===== src/rtl/ddr_init_pkg.sv =====
package ddr_init_pkg;

    // Command code on {cs_n, ras_n, cas_n, we_n}
    typedef enum logic [3:0] {
        CMD_DESEL = 4'b1111,
        CMD_NOP   = 4'b0111,
        CMD_BTERM = 4'b0110,
        CMD_READ  = 4'b0101,
        CMD_WRITE = 4'b0100,
        CMD_ACT   = 4'b0011,
        CMD_PRE   = 4'b0010,
        CMD_REF   = 4'b0001,
        CMD_LMR   = 4'b0000
    } ddr_cmd_e;

    typedef enum logic [2:0] {
        ST_IDLE,
        ST_DESEL,
        ST_WAKE,
        ST_ISSUE,
        ST_GAP,
        ST_DONE
    } seq_state_e;

    // Configuration script, in issue order
    typedef enum logic [2:0] {
        STEP_PRE_FIRST,
        STEP_EXT_FIRST,
        STEP_MODE_RST,
        STEP_MODE_RUN,
        STEP_PRE_SECOND,
        STEP_REF_FIRST,
        STEP_REF_SECOND,
        STEP_EXT_FINAL
    } cfg_step_e;

    localparam cfg_step_e STEP_LAST = STEP_EXT_FINAL;

endpackage


===== src/rtl/ddr_mode_word.sv =====
module ddr_mode_word #(
    parameter int unsigned ADDR_W   = 13,
    parameter logic [2:0]  BL_CODE  = 3'b010,
    parameter logic        BT_CODE  = 1'b0,
    parameter logic [2:0]  CL_CODE  = 3'b010,
    parameter logic        DLL_RST  = 1'b0
) (
    output logic [ADDR_W-1:0] word_o
);
    localparam int unsigned FIELD_BL  = 0;
    localparam int unsigned FIELD_BT  = 3;
    localparam int unsigned FIELD_CL  = 4;
    localparam int unsigned FIELD_RST = 8;

    localparam logic [31:0] PACKED =
          (32'(BL_CODE) << FIELD_BL)
        | (32'(BT_CODE) << FIELD_BT)
        | (32'(CL_CODE) << FIELD_CL)
        | (32'(DLL_RST) << FIELD_RST);

    assign word_o = PACKED[ADDR_W-1:0];
endmodule


===== src/rtl/ddr_gap_timer.sv =====
module ddr_gap_timer #(
    parameter int unsigned CNT_W = 3
) (
    input  logic             clk,
    input  logic             rst_n,
    input  logic             load_i,
    input  logic [CNT_W-1:0] load_val_i,
    output logic             expired_o
);
    logic [CNT_W-1:0] cnt_q;

    always_ff @(posedge clk or negedge rst_n) begin
        if (!rst_n) begin
            cnt_q <= '0;
        end else if (load_i) begin
            cnt_q <= load_val_i;
        end else if (cnt_q != '0) begin
            cnt_q <= cnt_q - 1'b1;
        end
    end

    assign expired_o = (cnt_q == '0);
endmodule


===== src/rtl/ddr_cmd_table.sv =====
module ddr_cmd_table
    import ddr_init_pkg::*;
#(
    parameter int unsigned ADDR_W      = 13,
    parameter int unsigned BANK_W      = 2,
    parameter int unsigned ALL_BANK_BIT = 10,
    parameter bit          EXT_DLL_OFF = 1'b1
) (
    input  cfg_step_e          step_i,
    input  logic [ADDR_W-1:0]  mode_rst_i,
    input  logic [ADDR_W-1:0]  mode_run_i,
    output ddr_cmd_e           cmd_o,
    output logic [BANK_W-1:0]  ba_o,
    output logic [ADDR_W-1:0]  addr_o
);
    localparam logic [BANK_W-1:0] BA_MODE = BANK_W'(0);
    localparam logic [BANK_W-1:0] BA_EXT  = BANK_W'(1);
    localparam logic [ADDR_W-1:0] PRE_ALL = ADDR_W'(1) << ALL_BANK_BIT;

    logic [ADDR_W-1:0] ext_word;

    generate
        if (EXT_DLL_OFF) begin : g_dll_off
            assign ext_word = ADDR_W'(1);
        end else begin : g_dll_on
            assign ext_word = '0;
        end
    endgenerate

    always_comb begin
        cmd_o  = CMD_NOP;
        ba_o   = '0;
        addr_o = '0;
        unique case (step_i)
            STEP_PRE_FIRST, STEP_PRE_SECOND: begin
                cmd_o  = CMD_PRE;
                addr_o = PRE_ALL;
            end
            STEP_EXT_FIRST, STEP_EXT_FINAL: begin
                cmd_o  = CMD_LMR;
                ba_o   = BA_EXT;
                addr_o = ext_word;
            end
            STEP_MODE_RST: begin
                cmd_o  = CMD_LMR;
                ba_o   = BA_MODE;
                addr_o = mode_rst_i;
            end
            STEP_MODE_RUN: begin
                cmd_o  = CMD_LMR;
                ba_o   = BA_MODE;
                addr_o = mode_run_i;
            end
            STEP_REF_FIRST, STEP_REF_SECOND: begin
                cmd_o  = CMD_REF;
            end
            default: begin
                cmd_o  = CMD_NOP;
            end
        endcase
    end
endmodule


===== src/rtl/ddr_pwrup_seq.sv =====
module ddr_pwrup_seq
    import ddr_init_pkg::*;
#(
    parameter int unsigned ADDR_W       = 13,
    parameter int unsigned BANK_W       = 2,
    parameter int unsigned DQM_W        = 4,
    parameter int unsigned ALL_BANK_BIT = 10,
    parameter int unsigned WAKE_NOPS    = 5,
    parameter int unsigned GAP_NOPS     = 4,
    parameter logic [2:0]  BL_CODE      = 3'b010,
    parameter logic        BT_CODE      = 1'b0,
    parameter logic [2:0]  CL_CODE      = 3'b010
) (
    input  logic              clk,
    input  logic              rst_n,
    input  logic              start_i,
    output logic              cke_o,
    output logic              cs_n_o,
    output logic              ras_n_o,
    output logic              cas_n_o,
    output logic              we_n_o,
    output logic [BANK_W-1:0] ba_o,
    output logic [ADDR_W-1:0] addr_o,
    output logic [DQM_W-1:0]  dqm_o,
    output logic              busy_o,
    output logic              done_o
);
    localparam int unsigned CNT_MAX = (WAKE_NOPS > GAP_NOPS) ? WAKE_NOPS : GAP_NOPS;
    localparam int unsigned CNT_W   = $clog2(CNT_MAX + 1);
    localparam logic [CNT_W-1:0] WAKE_LOAD = CNT_W'(WAKE_NOPS - 1);
    localparam logic [CNT_W-1:0] GAP_LOAD  = CNT_W'(GAP_NOPS - 1);

    seq_state_e        state_q, state_d;
    cfg_step_e         step_q;
    logic              gap_over;
    logic              timer_load;
    logic [CNT_W-1:0]  timer_val;
    logic [ADDR_W-1:0] mode_rst_word, mode_run_word;
    ddr_cmd_e          tbl_cmd;
    logic [BANK_W-1:0] tbl_ba;
    logic [ADDR_W-1:0] tbl_addr;
    ddr_cmd_e          cmd;

    // Mode words: one with the DLL-reset bit, one without
    ddr_mode_word #(
        .ADDR_W (ADDR_W), .BL_CODE(BL_CODE), .BT_CODE(BT_CODE),
        .CL_CODE(CL_CODE), .DLL_RST(1'b1)
    ) u_mode_rst (
        .word_o (mode_rst_word)
    );

    ddr_mode_word #(
        .ADDR_W (ADDR_W), .BL_CODE(BL_CODE), .BT_CODE(BT_CODE),
        .CL_CODE(CL_CODE), .DLL_RST(1'b0)
    ) u_mode_run (
        .word_o (mode_run_word)
    );

    ddr_cmd_table #(
        .ADDR_W      (ADDR_W),
        .BANK_W      (BANK_W),
        .ALL_BANK_BIT(ALL_BANK_BIT),
        .EXT_DLL_OFF (1'b1)
    ) u_table (
        .step_i     (step_q),
        .mode_rst_i (mode_rst_word),
        .mode_run_i (mode_run_word),
        .cmd_o      (tbl_cmd),
        .ba_o       (tbl_ba),
        .addr_o     (tbl_addr)
    );

    // NOP run length: loaded on the deselect and on each command
    assign timer_load = (state_q == ST_DESEL) || (state_q == ST_ISSUE);
    assign timer_val  = (state_q == ST_DESEL) ? WAKE_LOAD : GAP_LOAD;

    ddr_gap_timer #(
        .CNT_W (CNT_W)
    ) u_timer (
        .clk        (clk),
        .rst_n      (rst_n),
        .load_i     (timer_load),
        .load_val_i (timer_val),
        .expired_o  (gap_over)
    );

    // State register
    always_ff @(posedge clk or negedge rst_n) begin
        if (!rst_n) begin
            state_q <= ST_IDLE;
        end else begin
            state_q <= state_d;
        end
    end

    // Script position
    always_ff @(posedge clk or negedge rst_n) begin
        if (!rst_n) begin
            step_q <= STEP_PRE_FIRST;
        end else if (state_q == ST_DESEL) begin
            step_q <= STEP_PRE_FIRST;
        end else if (state_q == ST_GAP && gap_over && step_q != STEP_LAST) begin
            step_q <= cfg_step_e'(step_q + 3'd1);
        end
    end

    // Transitions
    always_comb begin
        state_d = state_q;
        unique case (state_q)
            ST_IDLE:  if (start_i)  state_d = ST_DESEL;
            ST_DESEL: state_d = ST_WAKE;
            ST_WAKE:  if (gap_over) state_d = ST_ISSUE;
            ST_ISSUE: state_d = ST_GAP;
            ST_GAP: begin
                if (gap_over) begin
                    state_d = (step_q == STEP_LAST) ? ST_DONE : ST_ISSUE;
                end
            end
            ST_DONE:  if (start_i)  state_d = ST_DESEL;
            default:  state_d = ST_IDLE;
        endcase
    end

    // Outputs, decoded from the registered state
    always_comb begin
        cke_o  = 1'b1;
        cmd    = CMD_NOP;
        ba_o   = '0;
        addr_o = '0;
        busy_o = 1'b1;
        done_o = 1'b0;
        unique case (state_q)
            ST_IDLE: begin
                cke_o  = 1'b0;
                cmd    = CMD_DESEL;
                busy_o = 1'b0;
            end
            ST_DESEL: cmd = CMD_DESEL;
            ST_WAKE:  cmd = CMD_NOP;
            ST_ISSUE: begin
                cmd    = tbl_cmd;
                ba_o   = tbl_ba;
                addr_o = tbl_addr;
            end
            ST_GAP:   cmd = CMD_NOP;
            ST_DONE: begin
                busy_o = 1'b0;
                done_o = 1'b1;
            end
            default: begin
                cke_o  = 1'b0;
                cmd    = CMD_DESEL;
                busy_o = 1'b0;
            end
        endcase
    end

    assign {cs_n_o, ras_n_o, cas_n_o, we_n_o} = cmd;
    assign dqm_o = '1;

endmodule


===== config.mk =====
export PLATFORM = sky130hd
export DESIGN_NAME = ddr_pwrup_seq
export DESIGN_NICKNAME = d
export VERILOG_FILES = /design/src/rtl/ddr_init_pkg.sv /design/src/rtl/ddr_mode_word.sv /design/src/rtl/ddr_gap_timer.sv /design/src/rtl/ddr_cmd_table.sv /design/src/rtl/ddr_pwrup_seq.sv
export SDC_FILE = /design/constraint.sdc
export NUM_CORES = 1
export LEC_CHECK = 0
export BUFFER_PORTS_ARGS = -buffer_cell sky130_fd_sc_hd__clkbuf_2
export CAP_MARGIN = 40
export CORE_MARGIN = 2
export CORE_UTILIZATION = 48
export CTS_BUF_LIST = sky130_fd_sc_hd__clkbuf_4 sky130_fd_sc_hd__clkbuf_8 sky130_fd_sc_hd__clkbuf_16
export DETAILED_ROUTE_END_ITERATION = 16
export PLACE_DENSITY = 0.83
export SLEW_MARGIN = 20
export SYNTH_ARGS = -nofsm -noshare
export SYNTH_HDL_FRONTEND = slang
export SYNTH_SLANG_ARGS = --single-unit
export TNS_END_PERCENT = 10

===== constraint.sdc =====
create_clock -name clk -period 1.66 [get_ports clk]
set_input_delay 0.332 -clock clk [delete_from_list [all_inputs] [get_ports clk]]
set_output_delay 0.332 -clock clk [all_outputs]
set_load 0.02 [all_outputs]

==> results.yml, run 1 <==
floorplanning:
  io-pin-count: 29
  die_area_mm2: 0.00206
  die_w_um: 45.4
  initial_utilization: 0.528
  core_area_mm2: 0.00156
  rows: 14
  die_h_um: 45.4
sta:
  setup_tns_ps: -671
  rsz0062_at_grt: "yes"
  hold_viol: 0
  worst_slack_ps: -160
  period_needed_ps: 1820
  min_period_over_period: 1.10
  maxSlewViolCount: 0
  setup_viol: 7
  clock_skew_ps: 3.03
  max_freq_mhz: 550
route:
  vias_per_cell: 4.97
  dr.pass1.iters: 4
  via_count: 636
  routed_wl_um: 1680
  drc: 0
  ant_nets: 0
  drt_iter0_drc: 12
  wire_per_inst_um: 13.1
outcome:
  violations: "negative setup slack"
  outcome: "finished, violations left"
clock_tree:
  clock-sinks: 9
  cts_root_buf: "clkbuf_4"
  cts_tree: "done"
  clkTransAtPathRegs_ps: 60
  h-tree-depth: 1
  clock_path_buffers: 2
  clk_latency_ps: 270
  numCtsBuffers: 3
synth:
  syn_avg_cell_area_um2: 9.05
  yosysSeqAreaShare: 0.274
  postSynthCellCount: 91
  ys_top_cells_by_area: "dfrtp_1 (27%), buf_4 (14%), ha_1 (12%)"
  yosysTopAreaCell: "dfrtp_1"
  synth.distinct_cells: 31
  ys_ff_latch: 9
  yosysTopAreaCellShare: 0.274
  syn_area_um2: 823
  ys_warn_count: 0
place:
  dp_hpwl_um: 1220
  gp_congestion: 0.780
  dp_slack_ps: 24.4
  port_buffers: 15
power:
  p_leak_nw: 0.533
  p_total_mw: 1.57
  peakVddDrop_v: 0.00131
  power.density_mw_per_mm2: 1580
grt:
  grt_max_degree: 13
  overflow: 0
  grt_pass1_wl_um: 2620
  grt_pass1_vias: 600
  antenna_found_initial: 0
  grt.total_usage: 0.180
finish:
  fill_cells: 136
  multi_input_area_um2: 541
  finalNetCount: 124
  antenna_cells: 0
  ff_latch_area_um2: 228
  area_growth_pct: 21.1
  drive_above_1_share: 0.429
setup_path:
  cp_data_required_time_ps: 1330
  path_max_fanout: 4
  critPathLaunchType: "flop"
  crit_type: "reg2out"
  rr_endpoint: "step_q[0]$_DFFE_PN0P_"
  rr_worst_depth: 5
  r2r_slack_ps: 190
  endpoint_kind: "primary output"
  arrival_ps: 1490
  rr_startpoint: "step_q[0]$_DFFE_PN0P_"
  cp-startpoint: "step_q[1]$_DFFE_PN0P_"
worst_hold_path:
  min_from: "start_i"
  min_path_type: "in2reg"
  min_to: "state_q[2]$_DFFE_PN0P_"
  hold_path_depth: 4
run:
  drv_cap: 0
## through the flow
| stage | instance area, µm² | util | instances | hold WS [ps] |
|---|---|---|---|---|
| 2_1_floorplan | 867 | - | 102 | 36.4 |
| 3_3_place_gp | 863 | 0.554 | 120 | 200 |
| 3_5_place_dp | 863 | 0.554 | 120 | 209 |
| 4_1_cts | 930 | 0.596 | 126 | 369 |
| 5_1_grt | 997 | 0.640 | 128 | 411 |
| 6_report | 997 | 0.640 | 128 | 369 |
## cells in the mapped netlist, drive strengths merged
master	n
and2b	1
xnor2	4
o311ai	1
and2	1
nor2	5
mux2	1
mux2i	4
o21ai	7
dfrtp	9
and3	2
nand2b	1
nor3	1
and3b	1
ha	8
buf	17
a31oi	1
nand2	6
conb	2
nor4b	1
nand4b	1
nor2b	2
a211o	1
or3	1
inv	8
a21oi	4
or3b	1
## critical path: stages (launching register included)
cell and delay (ps):
dfrtp_2 430, inv_2 70, ha_4 160, a211o_1 300, o21ai_2 130, buf_6 130
## state kept, by name, summed over array words and instances, names as in the netlist
signal / cells
state_q: 3
step_q: 3
u_timer.cnt_q: 3
## cells by family (layout without fill, tap and decap cells)
logic type,Yosys count,after routing,synth area share
buf+inv,25,35,0.193
flops,9,9,0.274
other cells,2,13,0.00912
fa+ha+maj,8,8,0.122
mux,5,5,0.0623
compound gates,14,14,0.0958
simple gates,24,24,0.202
xor+xnor,4,4,0.0425
## power breakdown
group	total [mW]	leakage (nW)	internal, mW	switching [mW]
Sequential	0.373	0.112	0.303	0.0692
Combinational	1.01	0.402	0.433	0.573
Clock	0.193	0.0184	0.109	0.0841
## worst max-delay path by stage
stage / end / cells after the start
6_report: cas_n_o / 5
5_1_grt: cas_n_o / 5
4_1_cts: cas_n_o / 5
3_5_place_dp: cas_n_o / 4
3_3_place_gp: cas_n_o / 4
2_1_floorplan: cas_n_o / 3
## routing by layer
metal	track usage	wire length, µm	vias up
met4	0.0529	31	0
met2	0.321	865	23
met5	0	0	-
li1	-	-	312
met3	0.0595	85	8
met1	0.201	699	293
## layout make-up
class,instances,share of cell area
timing repair buffer,23,0.149
inverter,8,0.0301
tap,16,0.0201
multi-input combinational,68,0.542
sequential,9,0.228
clock buffer,4,0.0301
## cells in the final DEF (no fill, tap or decap), drive strengths merged
| master | synthesis | routed |
|---|---|---|
| a211o | 1 | 1 |
| a21oi | 4 | 4 |
| a31oi | 1 | 1 |
| and2 | 1 | 1 |
| and2b | 1 | 1 |
| and3 | 2 | 2 |
| and3b | 1 | 1 |
| buf | 17 | 13 |
| clkbuf | 0 | 13 |
| conb | 2 | 13 |
| dfrtp | 9 | 9 |
| dlygate4sd3 | 0 | 1 |
| ha | 8 | 8 |
| inv | 8 | 8 |
| mux2 | 1 | 1 |
| mux2i | 4 | 4 |
| nand2 | 6 | 6 |
| nand2b | 1 | 1 |
| nand4b | 1 | 1 |
| nor2 | 5 | 5 |
| nor2b | 2 | 2 |
| nor3 | 1 | 1 |
| nor4b | 1 | 1 |
| o21ai | 7 | 7 |
| o311ai | 1 | 1 |
| or3 | 1 | 1 |
| or3b | 1 | 1 |
| xnor2 | 4 | 4 |
## timing repair
item                                   4_1_cts  5_1_grt
endpoints found under the hold margin        9        0
pin swaps                                    3        2
resized for setup                           10       17
hold buffers                                 1        0
setup endpoints to repair                    7        9
setup buffers                                1        2
Power figures use the tool's default switching activity.
==> inputs of run 2 (changes only) <==
--- a/config.mk
+++ b/config.mk
@@ -11,7 +11,7 @@
 export CORE_UTILIZATION = 48
 export CTS_BUF_LIST = sky130_fd_sc_hd__clkbuf_4 sky130_fd_sc_hd__clkbuf_8 sky130_fd_sc_hd__clkbuf_16
 export DETAILED_ROUTE_END_ITERATION = 16
-export PLACE_DENSITY = 0.83
+export PLACE_DENSITY = 0.8
 export SLEW_MARGIN = 20
 export SYNTH_ARGS = -nofsm -noshare
 export SYNTH_HDL_FRONTEND = slang
==> run 2 against run 1 <==
The flow still finishes with violations (negative setup slack). Clock skew rose by 1.5 ps. Critical path depth unchanged. Count of clock-buffer cells in the layout unchanged. Sequential power hardly changed. Global-route usage fell by 0.21 points. Final area rose by 0.75%. Cell count is 0.78% higher. Highest routed layer unchanged. Via count grew 0.79%. Die area unchanged. Clock power is 4% lower. Hold slack improved by 25 ps.
==> results.yml, run 2 (synthesis results as in run 1) <==
outcome:
  outcome: "finished, violations left"
  violations: "negative setup slack"
setup_path:
  rr_endpoint: "step_q[2]$_DFFE_PN0P_"
  critPathLaunchType: "flop"
  rr_startpoint: "step_q[1]$_DFFE_PN0P_"
  endpoint_kind: "primary output"
  arrival_ps: 1450
  path_max_fanout: 4
  cp_data_required_time_ps: 1330
  r2r_slack_ps: 150
  crit_type: "reg2out"
  rr_worst_depth: 5
finish:
  design_area_mm2: 0.00100
  fin_cells: 129
  post-route-util: 0.644
  layout_commonest_cell: "conb_1"
  final_cell_mix: "conb_1 (13), buf_4 (10), clkbuf_2 (8), o21ai_0 (6), nand2_1 (6)"
  finalNetCount: 125
  area_growth_pct: 22.0
  antenna_cells: 0
  drive_above_1_share: 0.442
  fill_cells: 126
  largestRegisters: "state_q x3, step_q x3, u_timer.cnt_q x3"
grt:
  grt_pass1_wl_um: 2590
  grt_max_degree: 13
  grt_pass1_vias: 595
  antenna_found_initial: 0
  overflow: 0
  grt.total_usage: 0.178
sta:
  clock_skew_ps: 4.53
  hold_viol: 0
  maxSlewViolCount: 0
  min_period_over_period: 1.07
  period_needed_ps: 1780
  setup_viol: 7
  max_freq_mhz: 561
  worst_slack_ps: -122
  setup_tns_ps: -564
  rsz0062_at_grt: "yes"
worst_hold_path:
  min_to: "state_q[2]$_DFFE_PN0P_"
  min_from: "start_i"
  hold_path_depth: 4
  min_path_type: "in2reg"
floorplanning:
  initial_utilization: 0.528
  io-pin-count: 29
  die_h_um: 45.4
  core_area_mm2: 0.00156
  die_area_mm2: 0.00206
  die_w_um: 45.4
  rows: 14
run:
  drv_cap: 0
place:
  dp_hpwl_um: 1140
  place_area_um2: 863
  gp_congestion: 0.739
  dpl.cell_count: 120
  dp_slack_ps: 26.0
  port_buffers: 15
power:
  power.density_mw_per_mm2: 1580
  peakVddDrop_v: 0.000887
  p_leak_nw: 0.537
route:
  via_count: 641
  ant_nets: 0
  drc: 0
  vias_per_cell: 4.97
  dr.pass1.iters: 5
  wire_per_inst_um: 13.3
  routed_wl_um: 1710
  drt_iter0_drc: 9
clock_tree:
  cts_root_buf: "clkbuf_4"
  clock-sinks: 9
  clk_latency_ps: 260
  cts_tree: "done"
  clkTransAtPathRegs_ps: 60
  h-tree-depth: 1
  clock_path_buffers: 2
  numCtsBuffers: 3
run 2: cell count changes in the layout (fill, tap and decap cells not counted):
cell / change
dfrtp_1: -2
ha_1: +1
clkbuf_4: -1
ha_4: -1
mux2i_2: -1
mux2i_4: +1
o21ai_1: +1
o21ai_2: -1
dfrtp_2: +2
buf_4: +2
nor3_2: +1
nor3_1: -1
run 2: how the worst max path moves through the flow:
stage	startpoint	to	slack [ps]	depth (start not counted)
detailed placement	step_q[0]$_DFFE_PN0P_	cas_n_o	30	4
CTS	step_q[1]$_DFFE_PN0P_	cas_n_o	-150	5
global route	step_q[0]$_DFFE_PN0P_	cas_n_o	-190	5
floorplan	step_q[0]$_DFFE_PN0P_	cas_n_o	-80	3
finish	step_q[0]$_DFFE_PN0P_	cas_n_o	-120	5
global placement	step_q[0]$_DFFE_PN0P_	cas_n_o	80	4
run 2: worst max-delay path: stages (launching register included):
cell and delay, ps:
dfrtp_2 420, inv_2 70, ha_4 170, a211o_1 260
o21ai_1 120, buf_4 150
run 2: through the flow:
stage	total power, mW	hold slack (ps)
after global placement	1.26	200
final	1.59	394
after global routing	1.72	430
after floorplan	1.10	36.4
after detailed placement	1.29	202
after CTS	1.51	393
run 2: where the power goes:
part           leakage (nW)  internal (mW)  total (mW)  switching, mW
sequential            0.110          0.306       0.373         0.0672
combinational         0.409          0.449        1.03          0.582
clock                0.0184          0.109       0.186         0.0768
total                 0.537          0.864        1.59          0.726
run 2: layout make-up:
cell class                 instances  area [µm²]  area share
sequential                         9         230       0.229
timing repair buffer              24         156       0.156
inverter                           8        30.0      0.0299
clock buffer                       4        30.0      0.0299
multi-input combinational         68         538       0.535
tap                               16        20.0      0.0199
run 2: repair_timing:
item | in CTS | in global routing
gates resized for setup | 9 | 20
pin swaps | 3 | 4
setup endpoints to repair | 7 | 11
buffers inserted | 3 | 1
hold endpoints to repair | 9 | 0
hold buffers | 1 | 0
run 2: routing by layer:
layer,track usage,routed length [µm],up-vias,share of wire
li1,-,-,316,-
met1,0.195,676,304,0.39
met2,0.330,961,19,0.56
met3,0.0595,66,2,0.039
met4,0.0353,9,0,0.0053
met5,0,0,-,0
